File: src/rtl/xbus_strobe_pkg.sv
package xbus_strobe_pkg;

    typedef enum logic [1:0] {
        MODE_TOGGLE = 2'd0,
        MODE_QUIET  = 2'd1,
        MODE_IDLE   = 2'd2,
        MODE_PDOWN  = 2'd3
    } bus_mode_e;

endpackage

File: src/rtl/xbus_phase_ctr.sv
module xbus_phase_ctr #(
    parameter int CYC_LEN = 6,
    parameter int PH_W    = $clog2(CYC_LEN)
) (
    input  logic            clk,
    input  logic            rst_n,
    output logic [PH_W-1:0] phase,
    output logic            cyc_end
);

    localparam logic [PH_W-1:0] PH_LAST = PH_W'(CYC_LEN - 1);

    logic [PH_W-1:0] phase_q;

    always_ff @(posedge clk) begin
        if (!rst_n) begin
            phase_q <= '0;
        end else if (phase_q == PH_LAST) begin
            phase_q <= '0;
        end else begin
            phase_q <= phase_q + 1'b1;
        end
    end

    assign phase   = phase_q;
    assign cyc_end = (phase_q == PH_LAST);

    // a machine cycle ends by restarting the phase at zero
    a_r9_phase_wrap: assert property (@(posedge clk) disable iff (!rst_n)
        cyc_end |=> (phase == '0));

endmodule

File: src/rtl/xbus_mode_fsm.sv
module xbus_mode_fsm
    import xbus_strobe_pkg::*;
#(
    parameter int PC_W       = 16,
    parameter int IMEM_LIMIT = 64512
) (
    input  logic            clk,
    input  logic            rst_n,
    input  logic            cyc_end,
    input  logic            ea_pin,
    input  logic [PC_W-1:0] pc,
    input  logic            xdata_mv,
    input  logic            quiet_en,
    input  logic            idle_mode,
    input  logic            pdown_mode,
    output bus_mode_e       mode,
    output logic            ext_fetch,
    output logic            xdata_q,
    output logic            quiet_q
);

    localparam logic [PC_W:0] LIMIT_EXT = (PC_W + 1)'(IMEM_LIMIT);

    bus_mode_e mode_q;
    bus_mode_e mode_d;
    logic      ea_lat_q;
    logic      pc_hi_q;
    logic      pc_hi_d;
    logic      force_toggle;

    assign pc_hi_d      = ({1'b0, pc} >= LIMIT_EXT);
    assign force_toggle = xdata_mv || pc_hi_d || !ea_lat_q;

    // next mode: one priority decision at each machine-cycle boundary
    always_comb begin
        if (pdown_mode) begin
            mode_d = MODE_PDOWN;
        end else if (idle_mode) begin
            mode_d = MODE_IDLE;
        end else if (quiet_en && !force_toggle) begin
            mode_d = MODE_QUIET;
        end else begin
            mode_d = MODE_TOGGLE;
        end
    end

    // external-access level is captured only while reset is held
    always_ff @(posedge clk) begin
        if (!rst_n) begin
            ea_lat_q <= ea_pin;
        end
    end

    always_ff @(posedge clk) begin
        if (!rst_n) begin
            mode_q  <= MODE_TOGGLE;
            pc_hi_q <= 1'b0;
            xdata_q <= 1'b0;
            quiet_q <= 1'b0;
        end else if (cyc_end) begin
            mode_q  <= mode_d;
            pc_hi_q <= pc_hi_d;
            xdata_q <= xdata_mv;
            quiet_q <= quiet_en;
        end
    end

    assign mode      = mode_q;
    assign ext_fetch = pc_hi_q || !ea_lat_q;

    // mode only moves at a machine-cycle boundary
    a_r9_mode_hold: assert property (@(posedge clk) disable iff (!rst_n)
        !cyc_end |=> $stable(mode));

    // an external data move never yields the quiet mode
    a_r5_xdata_not_quiet: assert property (@(posedge clk) disable iff (!rst_n)
        (cyc_end && xdata_mv && !idle_mode && !pdown_mode) |=> (mode == MODE_TOGGLE));

endmodule

File: src/rtl/xbus_strobe_dec.sv
module xbus_strobe_dec
    import xbus_strobe_pkg::*;
#(
    parameter int CYC_LEN = 6,
    parameter int PH_W    = $clog2(CYC_LEN)
) (
    input  logic            clk,
    input  logic            rst_n,
    input  logic [PH_W-1:0] phase,
    input  bus_mode_e       mode,
    input  logic            ext_fetch,
    input  logic            xdata_q,
    input  logic            quiet_q,
    output logic            ale,
    output logic            psen_n,
    output logic            ale_pd_req
);

    localparam logic [PH_W-1:0] PH_HALF  = PH_W'(CYC_LEN / 2);
    localparam logic [PH_W-1:0] PH_RD_A  = PH_W'(CYC_LEN / 2 - 1);
    localparam logic [PH_W-1:0] PH_RD_B  = PH_W'(CYC_LEN - 1);

    logic fetch_slot;

    assign fetch_slot = (phase == PH_RD_A) || (phase == PH_RD_B);

    always_comb begin
        ale        = 1'b0;
        psen_n     = 1'b1;
        ale_pd_req = 1'b0;
        unique case (mode)
            MODE_TOGGLE: begin
                ale    = (phase < PH_HALF);
                psen_n = !(ext_fetch && !xdata_q && fetch_slot);
            end
            MODE_QUIET: begin
                ale        = 1'b0;
                ale_pd_req = 1'b1;
            end
            MODE_IDLE: begin
                ale = 1'b1;
            end
            MODE_PDOWN: begin
                ale        = 1'b0;
                ale_pd_req = quiet_q;
            end
        endcase
    end

    // address strobe rises only at the start of a machine cycle
    a_r1_ale_rise_phase0: assert property (@(posedge clk) disable iff (!rst_n)
        $rose(ale) |-> (phase == '0));

    // fetch strobe is only active while toggling
    a_r2_psen_only_toggle: assert property (@(posedge clk) disable iff (!rst_n)
        !psen_n |-> (mode == MODE_TOGGLE));

    // quiet mode keeps the address strobe low and requests the pull-down
    a_r4_quiet_low: assert property (@(posedge clk) disable iff (!rst_n)
        (mode == MODE_QUIET) |-> (!ale && ale_pd_req));

    // power-down keeps the fetch strobe inactive and address strobe low
    a_r7_pdown_park: assert property (@(posedge clk) disable iff (!rst_n)
        (mode == MODE_PDOWN) |-> (psen_n && !ale));

endmodule

File: src/rtl/xbus_strobe_gen.sv
module xbus_strobe_gen
    import xbus_strobe_pkg::*;
#(
    parameter int CYC_LEN    = 6,
    parameter int PC_W       = 16,
    parameter int IMEM_LIMIT = 64512
) (
    input  logic            clk_osc,
    input  logic            rst_n,
    input  logic            ea_pin,
    input  logic [PC_W-1:0] pc,
    input  logic            xdata_mv,
    input  logic            quiet_en,
    input  logic            idle_mode,
    input  logic            pdown_mode,
    output logic            ale,
    output logic            psen_n,
    output logic            ale_pd_req
);

    localparam int PH_W = $clog2(CYC_LEN);

    logic [PH_W-1:0] phase;
    logic            cyc_end;
    bus_mode_e       mode;
    logic            ext_fetch;
    logic            xdata_q;
    logic            quiet_q;

    xbus_phase_ctr #(
        .CYC_LEN (CYC_LEN),
        .PH_W    (PH_W)
    ) phase_i (
        .clk     (clk_osc),
        .rst_n   (rst_n),
        .phase   (phase),
        .cyc_end (cyc_end)
    );

    xbus_mode_fsm #(
        .PC_W       (PC_W),
        .IMEM_LIMIT (IMEM_LIMIT)
    ) fsm_i (
        .clk        (clk_osc),
        .rst_n      (rst_n),
        .cyc_end    (cyc_end),
        .ea_pin     (ea_pin),
        .pc         (pc),
        .xdata_mv   (xdata_mv),
        .quiet_en   (quiet_en),
        .idle_mode  (idle_mode),
        .pdown_mode (pdown_mode),
        .mode       (mode),
        .ext_fetch  (ext_fetch),
        .xdata_q    (xdata_q),
        .quiet_q    (quiet_q)
    );

    xbus_strobe_dec #(
        .CYC_LEN (CYC_LEN),
        .PH_W    (PH_W)
    ) dec_i (
        .clk        (clk_osc),
        .rst_n      (rst_n),
        .phase      (phase),
        .mode       (mode),
        .ext_fetch  (ext_fetch),
        .xdata_q    (xdata_q),
        .quiet_q    (quiet_q),
        .ale        (ale),
        .psen_n     (psen_n),
        .ale_pd_req (ale_pd_req)
    );

    // idle parks both strobes high without a pull-down request
    a_r6_idle_park: assert property (@(posedge clk_osc) disable iff (!rst_n)
        (mode == MODE_IDLE) |-> (ale && psen_n && !ale_pd_req));

endmodule

File: config.mk
export PLATFORM = sky130hd
export DESIGN_NAME = xbus_strobe_gen
export DESIGN_NICKNAME = d
export VERILOG_FILES = /design/src/rtl/xbus_strobe_pkg.sv /design/src/rtl/xbus_phase_ctr.sv /design/src/rtl/xbus_mode_fsm.sv /design/src/rtl/xbus_strobe_dec.sv /design/src/rtl/xbus_strobe_gen.sv
export SDC_FILE = /design/constraint.sdc
export NUM_CORES = 1
export LEC_CHECK = 0
export CORE_AREA = 5 5 42 44
export DETAILED_ROUTE_END_ITERATION = 8
export DIE_AREA = 0 0 47 49
export DONT_BUFFER_PORTS = 1
export HOLD_SLACK_MARGIN = 0.03
export PLACE_DENSITY_LB_ADDON = 0.1
export SYNTH_ARGS = -nofsm -noshare
export SYNTH_HDL_FRONTEND = slang
export SYNTH_HIERARCHICAL = 1
export SYNTH_SLANG_ARGS = --single-unit
File: constraint.sdc
create_clock -name clk_osc -period 1.2 [get_ports clk_osc]
set_clock_uncertainty 0.15 [all_clocks]
set_input_delay 0.24 -clock clk_osc [delete_from_list [all_inputs] [get_ports clk_osc]]
set_output_delay 0.24 -clock clk_osc [all_outputs]
set_load 0.01 [all_outputs]
==> impl_metrics.toml <==
[clock_tree]
clockBufferDepth = 2
clk_pin_slew_ns = 0.06
clock-root-buffer = "clkbuf_4"
h-tree-depth = 1
clkSinkCount = 9
clk_latency_ns = 0.25
cts-buffers-inserted = 3
cts_tree = "built"

[worst_setup_path]
worstSetupStartpointType = "flip-flop"
slowest_delay_ns = 0.36
crit_chain = "and3b_1, o2111ai_2, buf_4"
cp_slowest_cell = "dfxtp_4"
worst_ep_arrival_time_ns = 1.10
critPathKind = "flip-flop to primary output"
path_max_fanout = 5
required_ns = 0.81
crit_path_end_kind = "primary output"

[grt]
track_usage_pct = 9.66
grt_use_met2_pct = 16.3
grt_busiest_layer = "met2"
grt.overflow.total = 0
grt_antenna_before_repair = 0
grt_pass1_wl_mm = 1.62
grt_pass1_vias = 413
grt_use_met1_pct = 10.2
grtUsageMet3_pct = 3.69
grt_max_degree = 9

[power]
clock_power_share_pct = 32.2
seqPwrFrac_pct = 47.7
p_comb_share_pct = 20.0
power.switching_w = 0.000166
pwr_density_cell_nw_per_um2 = 984
ir_drop_uv = 506
p_int_w = 0.000538
p_leak_nw = 0.296
sw_frac_of_total_pct = 23.6

[timing]
fin_crit_ns = 1.49
final-max-slew-violation-count = 0
rsz0062_at_grt = "yes"
fin_crit_sh_pct = 124
fin_setup_tns_ns = -1.25
slew_headroom_pct = 82.7
finalSetupViolations = 11
postLayoutSetupSlackWorst_ns = -0.287
hold_violations = 0
clock.fmax_ghz = 0.672
worst_pin_slew_ns = 0.260

[synth]
synth_top_area_share_pct = 36.1
yosys.area.top_type = "dfxtp_1"
ys_top_cells_by_area = "dfxtp_1, edfxtp_1, ha_1"
yosys.area_share.simple_pct = 24.2
synth_top_family_by_area = "simple AND/OR/NAND/NOR gates"
ys_types = 27
muxShareOfSynthArea_pct = 4.51
postSynthCellCount = 47
synth_seq_cells = 9
yosys_warnings = 6
synth_xor_area_share_pct = 0
synthesis.area_um2 = 444
synthAdderAreaFrac_pct = 5.63
synth.avg_cell_area_um2 = 9.45
yosysSeqAreaShare_pct = 42.8
synth_compound_area_share_pct = 18.3
syn-num-nets = 72

[placed_design]
globalplace.congestion = 0.792
dp_hpwl_um = 747
placed_area_um2 = 508
io_buffer_count = 0
placed_cells = 66

[layout]
antenna-diode-count = 0
areaGrowthSynthToFinish_pct = 61.1
final_nets = 94
fillers = 144
final_area_um2 = 716
area.sequential_um2 = 201
final_cell_mix = "dlygate4sd3_1, nor2_1, buf_6"
mostFrequentLayoutCell = "dlygate4sd3_1"
multi_input_area_um2 = 270
final_layout_size_suffix_gt1_share_pct = 41.2
final_cells = 84

[detailed_routing]
via_per_inst = 4.89
vias = 411
drt-wirelength-per-cell_um = 12.1
detail-route-antenna-nets = 0
firstDrtPassIters = 1
routed_wl_mm = 1.02
drc_errors = 0
drtIter0Drc = 0

[floorplanning]
pin_count = 26
die_w_um = 47
start_util_pct = 31.7
fp.dieArea_um2 = 2300
num_rows = 14
die_y_um = 49
design.core.area_um2 = 1400

[run_status]
status = "finished, violations left"
violations = "setup timing"

[flow_run]
maxCapViolations = 0

[worst_hold_path]
hold_class = "input port to flip-flop"
[per-stage QoR]
stage	hold slack, ns	util (%)	setup WS [ns]	power [W]
global route	0.0568	51.1	-0.360	0.000748
global placement	0.189	36.3	-0.0720	0.000416
detailed placement	0.189	36.3	-0.0826	0.000420
floorplan	0.189	-	-0.00707	0.000394
finish	0.0396	51.1	-0.287	0.000704
CTS	0.0341	47.9	-0.324	0.000696
[routing by layer]
| metal | share of wire [%] | up-vias |
|---|---|---|
| li1 | - | 208 |
| met1 | 40 | 185 |
| met2 | 48 | 16 |
| met3 | 10 | 2 |
| met4 | 1.5 | 0 |
| met5 | 0 | - |
[cell type report]
class                   instances  share of cell area, %
repair buffers                 18                   25.2
clock buffers                   4                   3.67
multi-input cells              33                   37.8
inverters                       4                   2.45
flip-flops and latches          9                   28.1
well taps                      16                   2.80
[final timing paths]
path,start,slack (ns),cells past startpoint,end
worst min-delay path,pc[15],0.04,2,fsm_i/pc_hi_q
worst max register to register,phase_i/phase[1],-0.18,6,fsm_i/quiet_q
worst min register to register,fsm_i/pc_hi_q,0.34,2,fsm_i/pc_hi_q
worst max-delay path,phase_i/phase[1],-0.29,3,psen_n
[power by group through the flow]
stage / registers, W / logic (W) / clock network, W
after floorplan: 0.000338 / 0.0000556 / 0
after global placement: 0.000341 / 0.0000748 / 0
after detailed placement: 0.000343 / 0.0000772 / 0
after CTS: 0.000334 / 0.000125 / 0.000237
after global routing: 0.000338 / 0.000154 / 0.000256
final: 0.000336 / 0.000141 / 0.000227
[cells by family (layout without fill, tap and decap cells)]
| group | Yosys count | after routing |
|---|---|---|
| and+or+nand+nor | 17 | 17 |
| AOI/OAI and AO/OA | 12 | 12 |
| DFF | 9 | 9 |
| buffers and inverters | 5 | 26 |
| adders and majority gates | 2 | 2 |
| muxes | 2 | 2 |
[registers in the layout, summed over array words and instances, names as in the netlist]
signal          flops
phase_i/phase       3
fsm_i/mode          2
fsm_i/ea_lat_q      1
fsm_i/pc_hi_q       1
fsm_i/quiet_q       1
fsm_i/xdata_q       1
[timing repair]
item / CTS / global route
endpoints found under the hold margin: 7 / 0
buffers inserted: 2 / 2
endpoints found under the setup margin: 7 / 11
pin swaps: 8 / 5
hold buffers: 11 / 0
gates resized for setup: 6 / 11
[cell usage after synthesis (all sizes together)]
| cell type | instances |
|---|---|
| inv | 4 |
| nand2 | 2 |
| o2111ai | 1 |
| a21oi | 2 |
| and4bb | 1 |
| a21o | 1 |
| buf | 1 |
| nand3b | 1 |
| and2 | 1 |
| nor3b | 2 |
| mux2i | 2 |
| edfxtp | 1 |
| a31oi | 1 |
| o21ai | 3 |
| and3b | 1 |
| nor2b | 1 |
| nand4 | 1 |
| nand2b | 1 |
| dfxtp | 8 |
| a21bo | 1 |
| o31ai | 1 |
| nor2 | 6 |
| o21a | 2 |
| ha | 2 |
[worst max-delay path, delay by kind of cell (launching register included)]
family	cells	cell delay, ns
simple gates	1	0.18
compound gates	1	0.15
flops	1	0.36
buf+inv	1	0.15
(Power assumes the default switching activity.)
